[src/rtl/dma_split_pkg.sv]
`timescale 1ns/1ps
package dma_split_pkg;

  typedef enum logic [1:0] {
    ST_IDLE  = 2'd0,
    ST_ISSUE = 2'd1,
    ST_DRAIN = 2'd2,
    ST_DONE  = 2'd3
  } splitState_t;

  // strobes from control to datapath
  typedef struct packed {
    logic load;      // capture a new request
    logic advance;   // one address handshake completed
    logic respTake;  // one response consumed
  } splitCtl_t;

  localparam logic [1:0] BURST_INCR  = 2'b01;
  localparam logic [1:0] RESP_OKAY   = 2'b00;
  localparam logic [1:0] RESP_SLVERR = 2'b10;

endpackage

[src/rtl/dma_split_datapath.sv]
`timescale 1ns/1ps
module dma_split_datapath
  import dma_split_pkg::*;
#(
  parameter int ADDR_W     = 32,
  parameter int LEN_W      = 16,
  parameter int DATA_BYTES = 16,
  parameter int UNIT_BYTES = 16,
  parameter int LINE_BYTES = 64
) (
  input  logic              clk,
  input  logic              rstN,
  input  splitCtl_t         ctl,
  input  logic [ADDR_W-1:0] reqAddr,
  input  logic [LEN_W-1:0]  reqLen,
  input  logic              reqWrite,
  input  logic [1:0]        respCode,
  output logic              reqLegal,
  output logic [ADDR_W-1:0] curAddr,
  output logic [7:0]        curBeatsM1,
  output logic              curWrite,
  output logic              lastChunk,
  output logic              drained,
  output logic              errFlag
);

  localparam int UNIT_SHIFT = $clog2(UNIT_BYTES);
  localparam int LINE_SHIFT = $clog2(LINE_BYTES);
  localparam int UNIT_BEATS = UNIT_BYTES / DATA_BYTES;
  localparam int LINE_BEATS = LINE_BYTES / DATA_BYTES;
  localparam int CNT_W      = LEN_W - UNIT_SHIFT + 1;

  logic [LEN_W-1:0] remain;
  logic [CNT_W-1:0] outstanding;
  logic             lineOk;
  logic [LEN_W-1:0] chunkBytes;

  // legality of the incoming request: whole 16-byte units, nonzero
  assign reqLegal = (reqAddr[UNIT_SHIFT-1:0] == '0) &&
                    (reqLen[UNIT_SHIFT-1:0] == '0) &&
                    (reqLen != '0);

  // greedy choice: full line when on a line boundary and enough left
  assign lineOk     = (curAddr[LINE_SHIFT-1:0] == '0) &&
                      (remain >= LEN_W'(LINE_BYTES));
  assign chunkBytes = lineOk ? LEN_W'(LINE_BYTES) : LEN_W'(UNIT_BYTES);
  assign curBeatsM1 = lineOk ? 8'(LINE_BEATS - 1) : 8'(UNIT_BEATS - 1);
  assign lastChunk  = (remain == chunkBytes);
  assign drained    = (outstanding == '0);

  always_ff @(posedge clk) begin
    if (!rstN) begin
      curAddr     <= '0;
      remain      <= '0;
      curWrite    <= 1'b0;
      errFlag     <= 1'b0;
      outstanding <= '0;
    end else if (ctl.load) begin
      curAddr     <= reqAddr;
      remain      <= reqLen;
      curWrite    <= reqWrite;
      errFlag     <= !reqLegal;
      outstanding <= '0;
    end else begin
      if (ctl.advance) begin
        curAddr <= curAddr + ADDR_W'(chunkBytes);
        remain  <= remain - chunkBytes;
      end
      outstanding <= outstanding + CNT_W'(ctl.advance) - CNT_W'(ctl.respTake);
      if (ctl.respTake && (respCode != RESP_OKAY)) begin
        errFlag <= 1'b1;
      end
    end
  end

  // addresses only move upward within a request
  assert_ascend_R5: assert property (@(posedge clk) disable iff (!rstN)
    (ctl.advance && !ctl.load && !lastChunk) |=> (curAddr > $past(curAddr)));

endmodule

[src/rtl/dma_split_control.sv]
`timescale 1ns/1ps
module dma_split_control
  import dma_split_pkg::*;
(
  input  logic      clk,
  input  logic      rstN,
  input  logic      reqValid,
  input  logic      reqLegal,
  input  logic      addrReady,
  input  logic      respValid,
  input  logic      lastChunk,
  input  logic      drained,
  output splitCtl_t ctl,
  output logic      reqReady,
  output logic      addrValid,
  output logic      doneValid
);

  splitState_t state;
  splitState_t stateNext;

  assign reqReady  = (state == ST_IDLE);
  assign addrValid = (state == ST_ISSUE);
  assign doneValid = (state == ST_DONE);

  always_comb begin
    stateNext    = state;
    ctl.load     = 1'b0;
    ctl.advance  = 1'b0;
    ctl.respTake = respValid;
    unique case (state)
      ST_IDLE: begin
        if (reqValid) begin
          ctl.load  = 1'b1;
          stateNext = reqLegal ? ST_ISSUE : ST_DONE;
        end
      end
      ST_ISSUE: begin
        if (addrReady) begin
          ctl.advance = 1'b1;
          if (lastChunk) stateNext = ST_DRAIN;
        end
      end
      ST_DRAIN: begin
        if (drained) stateNext = ST_DONE;
      end
      ST_DONE: begin
        stateNext = ST_IDLE;
      end
      default: stateNext = ST_IDLE;
    endcase
  end

  always_ff @(posedge clk) begin
    if (!rstN) state <= ST_IDLE;
    else       state <= stateNext;
  end

  // an illegal request is answered in the very next cycle
  assert_reject_R6: assert property (@(posedge clk) disable iff (!rstN)
    (reqValid && reqReady && !reqLegal) |=> (doneValid && !addrValid));

  // completion only once every response is back
  assert_done_drained_R7: assert property (@(posedge clk) disable iff (!rstN)
    doneValid |-> drained);

endmodule

[src/rtl/dma_line_splitter.sv]
`timescale 1ns/1ps
module dma_line_splitter
  import dma_split_pkg::*;
#(
  parameter int ADDR_W     = 32,
  parameter int LEN_W      = 16,
  parameter int DATA_BYTES = 16,
  parameter int UNIT_BYTES = 16,
  parameter int LINE_BYTES = 64
) (
  input  logic              clk,
  input  logic              rstN,
  input  logic              reqValid,
  output logic              reqReady,
  input  logic [ADDR_W-1:0] reqAddr,
  input  logic [LEN_W-1:0]  reqLen,
  input  logic              reqWrite,
  output logic              addrValid,
  input  logic              addrReady,
  output logic [ADDR_W-1:0] addrAddr,
  output logic [7:0]        addrLen,
  output logic [2:0]        addrSize,
  output logic [1:0]        addrBurst,
  output logic              addrWrite,
  input  logic              respValid,
  input  logic [1:0]        respCode,
  output logic              doneValid,
  output logic [1:0]        doneStatus
);

  localparam int SIZE_CODE  = $clog2(DATA_BYTES);
  localparam int UNIT_SHIFT = $clog2(UNIT_BYTES);
  localparam int LINE_SHIFT = $clog2(LINE_BYTES);
  localparam int UNIT_LEN   = UNIT_BYTES / DATA_BYTES - 1;
  localparam int LINE_LEN   = LINE_BYTES / DATA_BYTES - 1;

  splitCtl_t ctl;
  logic      reqLegal;
  logic      lastChunk;
  logic      drained;
  logic      errFlag;

  dma_split_control u_control (
    .clk       (clk),
    .rstN      (rstN),
    .reqValid  (reqValid),
    .reqLegal  (reqLegal),
    .addrReady (addrReady),
    .respValid (respValid),
    .lastChunk (lastChunk),
    .drained   (drained),
    .ctl       (ctl),
    .reqReady  (reqReady),
    .addrValid (addrValid),
    .doneValid (doneValid)
  );

  dma_split_datapath #(
    .ADDR_W     (ADDR_W),
    .LEN_W      (LEN_W),
    .DATA_BYTES (DATA_BYTES),
    .UNIT_BYTES (UNIT_BYTES),
    .LINE_BYTES (LINE_BYTES)
  ) u_datapath (
    .clk        (clk),
    .rstN       (rstN),
    .ctl        (ctl),
    .reqAddr    (reqAddr),
    .reqLen     (reqLen),
    .reqWrite   (reqWrite),
    .respCode   (respCode),
    .reqLegal   (reqLegal),
    .curAddr    (addrAddr),
    .curBeatsM1 (addrLen),
    .curWrite   (addrWrite),
    .lastChunk  (lastChunk),
    .drained    (drained),
    .errFlag    (errFlag)
  );

  assign addrSize   = 3'(SIZE_CODE);
  assign addrBurst  = BURST_INCR;
  assign doneStatus = errFlag ? RESP_SLVERR : RESP_OKAY;

  // only unit or line shapes, each aligned to its own size
  assert_legal_shape_R3: assert property (@(posedge clk) disable iff (!rstN)
    addrValid |-> (((addrLen == 8'(UNIT_LEN)) && (addrAddr[UNIT_SHIFT-1:0] == '0)) ||
                   ((addrLen == 8'(LINE_LEN)) && (addrAddr[LINE_SHIFT-1:0] == '0))));

  // a stalled transfer holds still
  assert_hold_R9: assert property (@(posedge clk) disable iff (!rstN)
    (addrValid && !addrReady) |=> (addrValid && $stable(addrAddr) && $stable(addrLen)));

  // requests taken only when nothing else is going on
  assert_idle_only_R1: assert property (@(posedge clk) disable iff (!rstN)
    reqReady |-> (!addrValid && !doneValid));

endmodule

[config.mk]
export PLATFORM = sky130hd
export DESIGN_NAME = dma_line_splitter
export DESIGN_NICKNAME = d
export VERILOG_FILES = /design/src/rtl/dma_split_pkg.sv /design/src/rtl/dma_split_datapath.sv /design/src/rtl/dma_split_control.sv /design/src/rtl/dma_line_splitter.sv
export SDC_FILE = /design/constraint.sdc
export NUM_CORES = 1
export LEC_CHECK = 0
export ABC_AREA = 1
export ABC_CLOCK_PERIOD_IN_PS = 2100
export BUFFER_PORTS_ARGS = -buffer_cell sky130_fd_sc_hd__buf_4
export CORE_ASPECT_RATIO = 0.8
export CORE_UTILIZATION = 40
export DETAILED_ROUTE_END_ITERATION = 8
export GPL_ROUTABILITY_DRIVEN = 0
export PLACE_DENSITY = 0.69
export SLEW_MARGIN = 10
export SYNTH_ARGS = -nofsm -noshare
export SYNTH_HDL_FRONTEND = slang
export SYNTH_SLANG_ARGS = --single-unit
[constraint.sdc]
create_clock -name clk -period 2.1 [get_ports clk]
set_input_delay 0.42 -clock clk [delete_from_list [all_inputs] [get_ports clk]]
set_output_delay 0.42 -clock clk [all_outputs]
set_load 0.05 [all_outputs]
**Yosys cells after proc, flatten, opt, wreduce, memory -nomap -nowiden**

Cells that the tools add are included.

- Register bits after elaboration: 65
- Bits in latches: 0
- Memories kept: 0
- Input port bits: 56
- Memory bits (writable): 0
- ROM bits: 0
- Output and inout bits: 51
- Logic and storage cells: 55

- Div/mod/pow operators: 0
- Shift operators: 0
- Bitwise logic cells: 1
- Eq/ne operators: 8
- Muxes and demuxes: 19
- Multipliers: 0
- Add/sub/neg operators: 4
- Reduce and logical (&&, ||, !) cells: 16
- Order comparisons: 1

Operators with widths:

| operator | number |
|---|---|
| 2-to-1 mux 32 bit | 2 |
| adder 32 x 16 -> 32 bit | 1 |
| 2-to-1 mux 16 bit | 2 |
| equality test 16 bit | 1 |
| >= comparator 16 x 7 -> 1 bit (second input constant) | 1 |
| nonzero test 16 bit | 1 |
| subtractor 16 bit | 1 |
| 2-to-1 mux 2 bit | 7 |
| adder 13 x 1 -> 13 bit | 1 |
| zero test 13 bit | 1 |
| subtractor 13 x 1 -> 13 bit | 1 |
| zero test 4 bit | 2 |
| one-hot mux 2 bit (4 select lines) | 1 |
| 2-to-1 mux 7 bit | 1 |
| zero test 6 bit | 1 |
| 2-to-1 mux 1 bit | 6 |
| nonzero test 2 bit | 3 |
| equality test 2 bit (second input constant) | 2 |
| logical AND 1 bit | 4 |
| inequality test 2 x 1 -> 1 bit (second input constant) | 2 |
| inequality test 2 bit (second input constant) | 2 |
| AND reduction 4 bit | 1 |
| equality test 2 x 1 -> 1 bit (second input constant) | 1 |
| zero test 2 bit | 1 |
| 3 further kinds | 3 |

**Longest topological paths before layout**

Gate-level depths: netlist (run 1).

- Depth after elaboration: 7
- Depth in mapped cells: 17
- Mapped depth without buffers: 17

**Cells and area by module**

A second synthesis (run 1) with hierarchy kept.

- Cells, all modules: 706
- Area total of the unflattened synthesis: 4,584.4 sq um

Modules (own cells, without submodules):

| module | cells each | area an instance (sq um) | instances |
|---|---|---|---|
| dma_split_datapath | 663 | 4,299.1 | 1 |
| dma_split_control | 34 | 225.2 | 1 |
| dma_line_splitter | 9 | 60.1 | 1 |

**Least setup slack after synthesis (run 1)**

No wires, ideal clock.

- Path type: register to register
- Start: register u_control.state[1]
- End: register u_datapath.outstanding[12]
- Slack: -0.439 ns
- Setup time: 0.113 ns
- Cell stages (with the launch flop): 16
- Period minus slack after synthesis: 2.539 ns
- Arrival time: 2.426 ns
- Path through: dfxtp_1 -> inv_1 -> ha_1 -> nand2_1 -> inv_2 -> ha_1 -> inv_1 -> fa_1 -> inv_1 -> nand3_1 -> nand2_1 -> nand3_1 -> nand3_1 -> nand2_1 -> nand2_1 -> nor2_1

- Word-level cells in the longest chain between the ends: 4
- Elaborated cells on any way between the ends: 7
- Classes of those cells: add/sub (2); eq/ne (1); mux (2); reduce/logical (2)

Ends and longest elaborated chain:

| item | RTL line | source |
|---|---|---|
| start: declaration | dma_split_control.sv:19 | `splitState_t state;` |
| start signal: assignment | dma_split_control.sv:56 | `else state <= stateNext;` |
| equality test 2 x 1 -> 1 bit | -- |  |
| named net addrValid | dma_line_splitter.sv:18 | `output logic addrValid,` |
| 2-to-1 mux 1 bit | dma_split_control.sv:31 | `unique case (state)` |
| adder 13 x 1 -> 13 bit | dma_split_datapath.sv:69 | `outstanding <= outstanding + CNT_W'(ctl.advance) - CNT_W'(ctl.respTake);` |
| subtractor 13 x 1 -> 13 bit | dma_split_datapath.sv:69 |  |
| end signal: assignment | dma_split_datapath.sv:69 |  |
| end: declaration | dma_split_datapath.sv:34 | `logic [CNT_W-1:0] outstanding;` |

The timed path passes the listed nets, and every way through them passes these cells.
A chain may end at the register's enable or synchronous reset.

**Worst setup path after layout (run 1)**

- Start: register u_datapath.remain[13]
- End: register u_datapath.curAddr[28]

- Word-level cells in the longest chain between the ends: 6

Ends and longest elaborated chain:

| item | RTL line | source |
|---|---|---|
| start: declaration | dma_split_datapath.sv:33 | `logic [LEN_W-1:0] remain;` |
| start signal: assignment | dma_split_datapath.sv:60 | `remain <= reqLen;` |
| start signal: assignment | dma_split_datapath.sv:67 | `remain <= remain - chunkBytes;` |
| >= comparator 16 x 7 -> 1 bit | dma_split_datapath.sv:45 | `(remain >= LEN_W'(LINE_BYTES));` |
| logical AND 1 bit | dma_split_datapath.sv:44 | `assign lineOk = (curAddr[LINE_SHIFT-1:0] == '0) &&` |
| 2-to-1 mux 7 bit | dma_split_datapath.sv:46 | `assign chunkBytes = lineOk ? LEN_W'(LINE_BYTES) : LEN_W'(UNIT_BYTES);` |
| adder 32 x 16 -> 32 bit | dma_split_datapath.sv:66 | `curAddr <= curAddr + ADDR_W'(chunkBytes);` |
| 2-to-1 mux 32 bit | dma_split_datapath.sv:65 | `if (ctl.advance) begin` |
| 2-to-1 mux 32 bit | dma_split_datapath.sv:58 | `end else if (ctl.load) begin` |
| end signal: assignment | dma_split_datapath.sv:59 | `curAddr <= reqAddr;` |
| end signal: assignment | dma_split_datapath.sv:66 |  |
| end: declaration | dma_split_datapath.sv:19 | `output logic [ADDR_W-1:0] curAddr,` |

No other way between the ends. The select of a mux whose other input is x is not followed.

==> results.json, run 1 <==
{
  "diodes": 0,
  "initial_core_util_pct": 42.0,
  "crit_top_cell": "nand2_1",
  "dp_cells": 1016,
  "fin_cells": 1040,
  "worstPathRequired_ps": 2320,
  "yosysWarnings": 0,
  "slew_viol_final": 0,
  "synth_cell_type_count": 37,
  "cts_sinks": 65,
  "combPwrFrac_pct": 63.6,
  "die_w_um": 123,
  "fin_skew_ps": 4.75,
  "regArea_um2": 1320,
  "setup.worst_path.class": "reg -> reg",
  "gr-usage-all-layers_pct": 22.8,
  "postSynthAreaPerCell_um2": 6.22,
  "die_y_um": 98.7,
  "place_area_um2": 5820,
  "layout_setup_ws_ps": -39.6,
  "fillers": 1051,
  "cts_buffers": 9,
  "htree_levels": 3,
  "vias": 5101,
  "slowest_delay_ps": 320,
  "crit_chain": "nor2_2 > nand3_2 > nor2_4 > a31oi_4 > buf_6 > ha_4 > nand2_4 > o21ai_4 > nand2_2 > inv_2 > nand2_1 > nand2_1 > nand2_1 > a21oi_2 > nor2_1",
  "clk_path_buf_depth": 2,
  "ys_ff_latch": 65,
  "cts_tree": "built",
  "pwr-share-clk_pct": 15.8,
  "internal-power_w": 0.00483,
  "synth_cells": 752,
  "grt_overflow": 0,
  "nets": 977,
  "total_power_w": 0.00928,
  "die_area_um2": 12100,
  "critPathCaptureType": "flop",
  "wl_per_cell_um": 13.5,
  "fin_tns_setup_ps": -215,
  "viasPerCell": 4.90,
  "wirelength_mm": 14.1,
  "layout_common_cells": "nand2_1 (208), buf_4 (141), inv_1 (88), nor2_1 (79), dfxtp_1 (57)",
  "grt_first_pass_wirelength_mm": 21.5,
  "ys_seq_area_share_pct": 27.8,
  "fin_util_pct": 58.9,
  "remaining_drc_errors": 0,
  "outcome": "finished, violations left",
  "max_freq_mhz": 467,
  "firstDrtPassIters": 5,
  "fin_crit_sh_pct": 102,
  "final_common_cell": "nand2_1",
  "leakagePower_nw": 3.02,
  "antenna_found_initial": 0,
  "initialDrtViolationCount": 305,
  "portBuffers": 94,
  "rows": 34,
  "io_pins": 107,
  "p_seq_share_pct": 20.5,
  "crit_fanout": 4,
  "area_growth_pct": 40.3,
  "hp-class": "in -> reg",
  "rsz0062_at_grt": "yes",
  "switchingPower_w": 0.00445,
  "clk_latency_ps": 340,
  "setup_viol_count_final": 9,
  "post-route-min-period_ps": 2140,
  "coreArea_um2": 11100,
  "ctsHoldBuffers": 0,
  "grt_max_degree": 34,
  "place_hpwl_mm": 10.5,
  "power_density_nw_per_um2": 1410,
  "layout-drive-gt1-share_pct": 29.7,
  "switching_share_pct": 47.9,
  "hold_viol": 0,
  "slowest_stage": "dfxtp_2",
  "cp-start-kind": "flop",
  "violations": "negative setup slack",
  "grt_pass1_vias": 4503,
  "crit_arrival_ps": 2360,
  "path_clk_slew_ps": 60,
  "maxCapViolations": 0,
  "ir_worst_vdd_uv": 983,
  "multi_input_area_um2": 3210,
  "finalInstanceArea_um2": 6560,
  "root_buffer": "clkbuf_16",
  "ant_nets": 0,
  "netlist_area_um2": 4680
}
## registers in the layout, indices dropped and copies added (netlist names)
name	count
u_datapath.remain	16
u_datapath.curWrite	1
u_datapath.outstanding	13
u_datapath.curAddr	32
u_datapath.errFlag	1
u_control.state	2
## cell usage after synthesis, drive strengths merged
cell | count | area [um2]
or2 | 4 | 27.5
xnor2 | 2 | 17.5
xor2 | 8 | 70.1
a2bb2oi | 2 | 17.5
a31oi | 17 | 106
a32o | 1 | 10.0
nand3b | 1 | 7.51
nand3 | 53 | 280
buf | 26 | 178
inv | 103 | 387
o22ai | 2 | 12.5
nor4 | 2 | 12.5
nor3 | 7 | 35.0
nand2 | 226 | 856
clkbuf | 4 | 15.0
o21ai | 41 | 216
nor2 | 99 | 422
nor3b | 2 | 15.0
o311ai | 1 | 8.76
a21oi | 43 | 215
fa | 1 | 20.0
o21bai | 2 | 15.0
dfxtp | 65 | 1300
conb | 2 | 7.51
nand4 | 6 | 37.5
a22o | 3 | 26.3
ha | 29 | 363
## per-stage QoR
| step | hold WS (ps) | worst slack (ps) |
|---|---|---|
| after floorplan | 434 | -25.5 |
| after global placement | 452 | -142 |
| after detailed placement | 462 | -250 |
| after CTS | 282 | -13.1 |
| after global routing | 301 | -208 |
| final | 296 | -39.6 |
## power groups by stage
stage / logic (W) / registers, W / clock network (W)
after floorplan: 0.00299 / 0.00235 / 0
after global placement: 0.00490 / 0.00189 / 0
after detailed placement: 0.00491 / 0.00189 / 0
after CTS: 0.00516 / 0.00189 / 0.00149
after global routing: 0.00647 / 0.00195 / 0.00154
final: 0.00590 / 0.00190 / 0.00147
## routing by layer
layer  track usage, %  vias to the layer above  part of all wire, %
met5                0                        -                    0
met4             6.19                        0                  1.6
met3             3.94                       14                  6.3
met2             35.2                      164                   44
met1             32.5                     2266                   48
li1                 -                     2657                    -
## critical path, delay by kind of cell (launching register included)
family	cells	cell delay (ps)
adders and majority gates	1	270
buffers and inverters	2	230
AOI/OAI and AO/OA	3	430
DFF	1	320
and+or+nand+nor	9	760
## final timing paths
path / cells past startpoint / to / slack, ps / startpoint
worst max-delay path: 15 / u_datapath.curAddr[28]$_SDFFE_PN0N_ / -40 / u_datapath.remain[13]$_SDFFE_PN0N_
worst min-delay path: 3 / u_datapath.curAddr[12]$_SDFFE_PN0N_ / 300 / reqAddr[12]
worst max register to register: 15 / u_datapath.curAddr[28]$_SDFFE_PN0N_ / -40 / u_datapath.remain[13]$_SDFFE_PN0N_
worst min register to register: 2 / u_datapath.remain[2]$_SDFFE_PN0P_ / 470 / u_datapath.remain[2]$_SDFFE_PN0P_
## area by class of cell
type | instances | share of cell area (%)
clock buffer | 12 | 4.08
clock inverter | 4 | 0.381
inverter | 103 | 6.12
multi-input combinational | 564 | 49.0
sequential | 65 | 20.1
tap | 144 | 2.74
timing repair buffer | 148 | 17.6
## timing repair
action / in CTS / in global routing
endpoints found under the setup margin: 38 / 51
pin swaps: 11 / 38
gates resized for setup: 20 / 80
buffers inserted: 1 / 7
## cell families after synthesis
group / after synthesis / share of synthesized area [%]
and+or+nand+nor: 400 / 36.2
buffers and inverters: 133 / 12.4
AOI/OAI and AO/OA: 112 / 13.4
DFF: 65 / 27.8
adders and majority gates: 30 / 8.18
xor gates and xnor gates: 10 / 1.87
other: 2 / 0.160
Note: power is estimated with default switching activity, not from simulation.
==> run 2: changes to the inputs <==
--- a/config.mk
+++ b/config.mk
@@ -6,13 +6,11 @@
 export NUM_CORES = 1
 export LEC_CHECK = 0
 export ABC_AREA = 1
-export ABC_CLOCK_PERIOD_IN_PS = 2100
-export BUFFER_PORTS_ARGS = -buffer_cell sky130_fd_sc_hd__buf_4
-export CORE_ASPECT_RATIO = 0.8
 export CORE_UTILIZATION = 40
 export DETAILED_ROUTE_END_ITERATION = 8
+export DONT_BUFFER_PORTS = 1
 export GPL_ROUTABILITY_DRIVEN = 0
-export PLACE_DENSITY = 0.69
+export PLACE_DENSITY = 0.61
 export SLEW_MARGIN = 10
 export SYNTH_ARGS = -nofsm -noshare
 export SYNTH_HDL_FRONTEND = slang
==> results.json, run 2 (same netlist as run 1, synthesis figures left out) <==
{
  "layout_setup_ws_ps": -124,
  "fin_skew_ps": 8.76,
  "initial_core_util_pct": 41.0,
  "largest_reg_flops": 32,
  "path_clk_slew_ps": 60,
  "io_pins": 107,
  "total_power_w": 0.00920,
  "cp-start-kind": "flop",
  "worst_pin_slew_ps": 554,
  "slowest_delay_ps": 310,
  "rsz0062_at_grt": "yes",
  "crit_chain": "nor2_2 > nand2_2 > nor2_2 > a31oi_2 > buf_4 > ha_4 > nand2_4 > o21ai_4 > nand3_2 > nor2_4 > nand3_2 > nand2_1 > nand3_1 > nand2_1 > inv_1",
  "antenna_found_initial": 0,
  "initialDrtViolationCount": 248,
  "critPathCaptureType": "flop",
  "regMostFlops": "u_datapath.curAddr",
  "die_w_um": 110,
  "post-route-min-period_ps": 2220,
  "cts_sinks": 65,
  "grt_pass1_vias": 4782,
  "worstPathRequired_ps": 2340,
  "crit_fanout": 5,
  "wl_per_cell_um": 14.5,
  "root_buffer": "clkbuf_16",
  "dp_cells": 947,
  "ctsHoldBuffers": 0,
  "clk_path_buf_depth": 2,
  "layout_common_cells": "nand2_1 (208), inv_1 (87), nor2_1 (81), buf_4 (78), dfxtp_1 (58)",
  "area_growth_pct": 29.8,
  "fin_crit_sh_pct": 106,
  "vias": 4971,
  "portBuffers": 0,
  "cts_buffers": 9,
  "hp-class": "in -> reg",
  "clk_latency_ps": 340,
  "fillers": 1128,
  "violations": "negative setup slack",
  "setup_viol_count_final": 10,
  "ir_worst_vdd_uv": 946,
  "cts_tree": "built",
  "leakagePower_nw": 2.68,
  "grt_max_degree": 35,
  "diodes": 0,
  "grt_overflow": 0,
  "outcome": "finished, violations left",
  "final_common_cell": "nand2_1",
  "fin_util_pct": 53.2,
  "maxSlewHeadroom_pct": 63.0,
  "firstDrtPassIters": 4,
  "layout-drive-gt1-share_pct": 24.2,
  "wirelength_mm": 14.2,
  "crit_arrival_ps": 2470,
  "hold_viol": 0,
  "top_regs": "u_datapath.curAddr (32), u_datapath.remain (16), u_datapath.outstanding (13)",
  "setup.worst_path.class": "reg -> reg",
  "coreArea_um2": 11400,
  "slew_viol_final": 0,
  "gr-usage-all-layers_pct": 23.7,
  "remaining_drc_errors": 0,
  "die_y_um": 110,
  "ant_nets": 0,
  "die_area_um2": 12100,
  "nets": 911,
  "max_freq_mhz": 450,
  "htree_levels": 3,
  "power_density_nw_per_um2": 1510,
  "rows": 39,
  "grt_first_pass_wirelength_mm": 22.0,
  "place_hpwl_mm": 10.4,
  "fin_tns_setup_ps": -727,
  "fin_cells": 973,
  "slowest_stage": "dfxtp_1",
  "viasPerCell": 5.11,
  "maxCapViolations": 0
}
==> run 2: critical path, delay by kind of cell (launching register included) <==
kind	cells	cell delay, ps
AO/OA/AOI/OAI	2	340
AND/OR/NAND/NOR	10	1010
buffers and inverters	2	200
flip-flops	1	310
adder cells (fa/ha/maj)	1	270
==> run 2: worst paths after layout <==
| check | start | endpoint | slack (ps) | cells after the start |
|---|---|---|---|---|
| worst max-delay path | u_datapath.remain[9]$_SDFFE_PN0N_ | u_datapath.curAddr[22]$_SDFFE_PN0N_ | -120 | 15 |
| worst min-delay path | rstN | u_datapath.curAddr[27]$_SDFFE_PN0N_ | 180 | 2 |
| worst max register to register | u_datapath.remain[9]$_SDFFE_PN0N_ | u_datapath.curAddr[22]$_SDFFE_PN0N_ | -120 | 15 |
| worst min register to register | u_datapath.remain[5]$_SDFFE_PN0N_ | u_datapath.remain[5]$_SDFFE_PN0N_ | 470 | 2 |
==> run 2: repair_timing <==
| item | in CTS | in global routing |
|---|---|---|
| cloned | 0 | 0 |
| pin swaps | 10 | 30 |
| hold endpoints to repair | 0 | 0 |
| endpoints found under the setup margin | 41 | 44 |
| gates resized for setup | 19 | 81 |
| buffers inserted | 3 | 7 |
==> run 2: routing by layer <==
layer | vias up | part of all wire (%) | global-route usage [%]
met3 | 29 | 6.0 | 6.76
met1 | 2279 | 45 | 29.3
met5 | - | 0 | 0
li1 | 2517 | - | -
met2 | 146 | 47 | 39.6
met4 | 0 | 2.6 | 7.99
==> run 2: report_power, final <==
group          total (W)  internal, W  switching, W
Sequential       0.00192      0.00158      0.000334
Clock            0.00158      0.00102      0.000565
Combinational    0.00570      0.00218       0.00352
==> run 2: layout make-up <==
cell class	count	area [um2]	share of cell area, %
clock buffers	14	274	4.51
clock inverters	2	35.0	0.577
flip-flops and latches	65	1320	21.7
multi-input cells	564	3220	53.0
repair buffers	82	648	10.7
well taps	143	179	2.95
inverters	103	397	6.53
==> run 2: per-stage QoR <==
step / hold WS (ps) / instance area (um2) / setup slack (ps)
after floorplan: 434 / 4770 / -25.5
after CTS: 171 / 5730 / -78.2
after detailed placement: 465 / 5310 / -299
final: 178 / 6070 / -124
after global routing: 203 / 6070 / -255
after global placement: 454 / 5310 / -193
==> run 3: changes to the inputs <==
--- a/config.mk
+++ b/config.mk
@@ -11,6 +11,7 @@
 export DONT_BUFFER_PORTS = 1
 export GPL_ROUTABILITY_DRIVEN = 0
 export PLACE_DENSITY = 0.61
+export REMOVE_ABC_BUFFERS = 1
 export SLEW_MARGIN = 10
 export SYNTH_ARGS = -nofsm -noshare
 export SYNTH_HDL_FRONTEND = slang
==> results.json, run 3 (same netlist as run 1, synthesis figures left out) <==
{
  "wl_per_cell_um": 14.8,
  "outcome": "finished, violations left",
  "maxCapViolations": 0,
  "setup_viol_count_final": 27,
  "fin_crit_sh_pct": 110,
  "clk_path_buf_depth": 2,
  "cts_buffers": 9,
  "gr-usage-all-layers_pct": 23.3,
  "area_growth_pct": 31.4,
  "largest_reg_flops": 32,
  "viasPerCell": 5.21,
  "hold_depth": 2,
  "fin_util_pct": 53.8,
  "wirelength_mm": 14.4,
  "diodes": 0,
  "die_area_um2": 12100,
  "path_clk_slew_ps": 50,
  "grt_overflow": 0,
  "worst_hold_slack_ps": 172,
  "grt_max_degree": 34,
  "grt_first_pass_wirelength_mm": 21.6,
  "routed-wl-met3_mm": 1.13,
  "worstPathRequired_ps": 2370,
  "crit_fanout": 3,
  "slew_viol_final": 0,
  "hold_viol": 0,
  "cts_tree": "built",
  "remaining_drc_errors": 0,
  "leakagePower_nw": 2.70,
  "top_layer_used": "met4",
  "firstDrtPassIters": 5,
  "worst_r2r_endpoint": "u_datapath.remain[14]$_SDFFE_PN0N_",
  "critPathCaptureType": "flop",
  "fin_skew_ps": 9.87,
  "ir_worst_vdd_uv": 882,
  "fillers": 1135,
  "top_regs": "u_datapath.curAddr (32), u_datapath.remain (16), u_datapath.outstanding (13)",
  "initialDrtViolationCount": 247,
  "min_from": "rstN",
  "r2r_cells": 14,
  "place_hpwl_mm": 10.3,
  "nets": 914,
  "antenna_found_initial": 0,
  "vias": 5062,
  "coreArea_um2": 11400,
  "wl_met1_mm": 6.29,
  "layout_setup_ws_ps": -201,
  "layout_common_cells": "nand2_1 (199), inv_1 (85), nor2_1 (82), buf_4 (74), dfxtp_1 (61)",
  "portBuffers": 0,
  "hp-class": "in -> reg",
  "met2WireLength_mm": 6.65,
  "io_pins": 107,
  "clk_latency_ps": 350,
  "die_w_um": 110,
  "crit_arrival_ps": 2570,
  "grt_pass1_vias": 4648,
  "dp_slack_ps": -185,
  "rows": 39,
  "regMostFlops": "u_datapath.curAddr",
  "holdPathEnd": "u_datapath.curAddr[27]$_SDFFE_PN0N_",
  "worst_pin_slew_ps": 535,
  "rsz0062_at_grt": "yes",
  "fin_tns_setup_ps": -2640,
  "cp-start-kind": "flop",
  "violations": "negative setup slack",
  "final_common_cell": "nand2_1",
  "setup.worst_path.class": "reg -> reg",
  "htree_levels": 3,
  "max_freq_mhz": 435,
  "cts_sinks": 65,
  "ant_nets": 0,
  "worstReg2RegStart": "u_datapath.curAddr[0]$_SDFFE_PN0P_",
  "r2r_slack_ps": -200,
  "post-route-min-period_ps": 2300,
  "power_density_nw_per_um2": 1500,
  "die_y_um": 110,
  "root_buffer": "clkbuf_16",
  "maxSlewHeadroom_pct": 64.3,
  "layout-drive-gt1-share_pct": 25.9,
  "initial_core_util_pct": 41.0
}
-- run 3: layout make-up --
cell class | count | area (um2) | share of cell area, %
inverters | 103 | 407 | 6.62
clock buffers | 11 | 253 | 4.11
flip-flops and latches | 65 | 1310 | 21.2
repair buffers | 85 | 697 | 11.3
clock inverters | 1 | 5.00 | 0.0814
well taps | 143 | 179 | 2.91
multi-input cells | 564 | 3300 | 53.7
-- run 3: how the worst max path moves through the flow --
stage                                                   from                                  end  slack, ps  cells after the start
final                     u_datapath.curAddr[0]$_SDFFE_PN0P_   u_datapath.remain[14]$_SDFFE_PN0N_       -200                     14
after global routing       u_datapath.remain[9]$_SDFFE_PN0N_  u_datapath.curAddr[30]$_SDFFE_PN0N_       -310                     16
after CTS                 u_datapath.curAddr[3]$_SDFFE_PN0P_  u_datapath.curAddr[22]$_SDFFE_PN0N_       -110                     15
after detailed placement  u_datapath.curAddr[0]$_SDFFE_PN0P_   u_datapath.remain[15]$_SDFFE_PN0N_       -190                     14
after global placement    u_datapath.curAddr[0]$_SDFFE_PN0P_   u_datapath.remain[10]$_SDFFE_PN0N_       -130                     13
after floorplan           u_datapath.curAddr[0]$_SDFFE_PN0P_   u_datapath.remain[14]$_SDFFE_PN0N_      -1870                     12
-- run 3: metrics by stage --
step | power [W] | area, um2 | instances
after floorplan | 0.00515 | 4520 | 732
after global placement | 0.00646 | 5270 | 948
after detailed placement | 0.00657 | 5270 | 948
after CTS | 0.00842 | 5700 | 965
after global routing | 0.00989 | 6150 | 972
final | 0.00924 | 6150 | 972
-- run 3: power breakdown --
part,total (W),switching (W),internal (W)
Combinational,0.00595,0.00363,0.00232
Sequential,0.00192,0.000344,0.00157
Clock,0.00138,0.000543,0.000834
Total,0.00924,0.00451,0.00473
-- run 3: layer usage --
metal,track usage [%],up-vias
li1,-,2531
met2,38.6,176
met1,29.1,2327
met3,5.76,28
met5,0,-
met4,9.30,0
-- run 3: repair_timing --
action | CTS | global route
cloned | 0 | 0
hold buffers | 0 | 0
setup buffers | 5 | 9
setup endpoints to repair | 37 | 44
hold endpoints to repair | 0 | 0
gates resized for setup | 39 | 104
pin swaps | 16 | 51
-- run 3: critical path, stage by stage (launching register included) --
cell and delay, ps:
dfxtp_2 320, nor4_2 260, buf_4 170, nand2_4 50
a31oi_4 180, buf_6 140, inv_8 40, ha_4 310
inv_4 60, nor2_4 140, nand3_2 100, nand3_2 80
xor2_1 150, nand2_1 60, a21oi_1 150
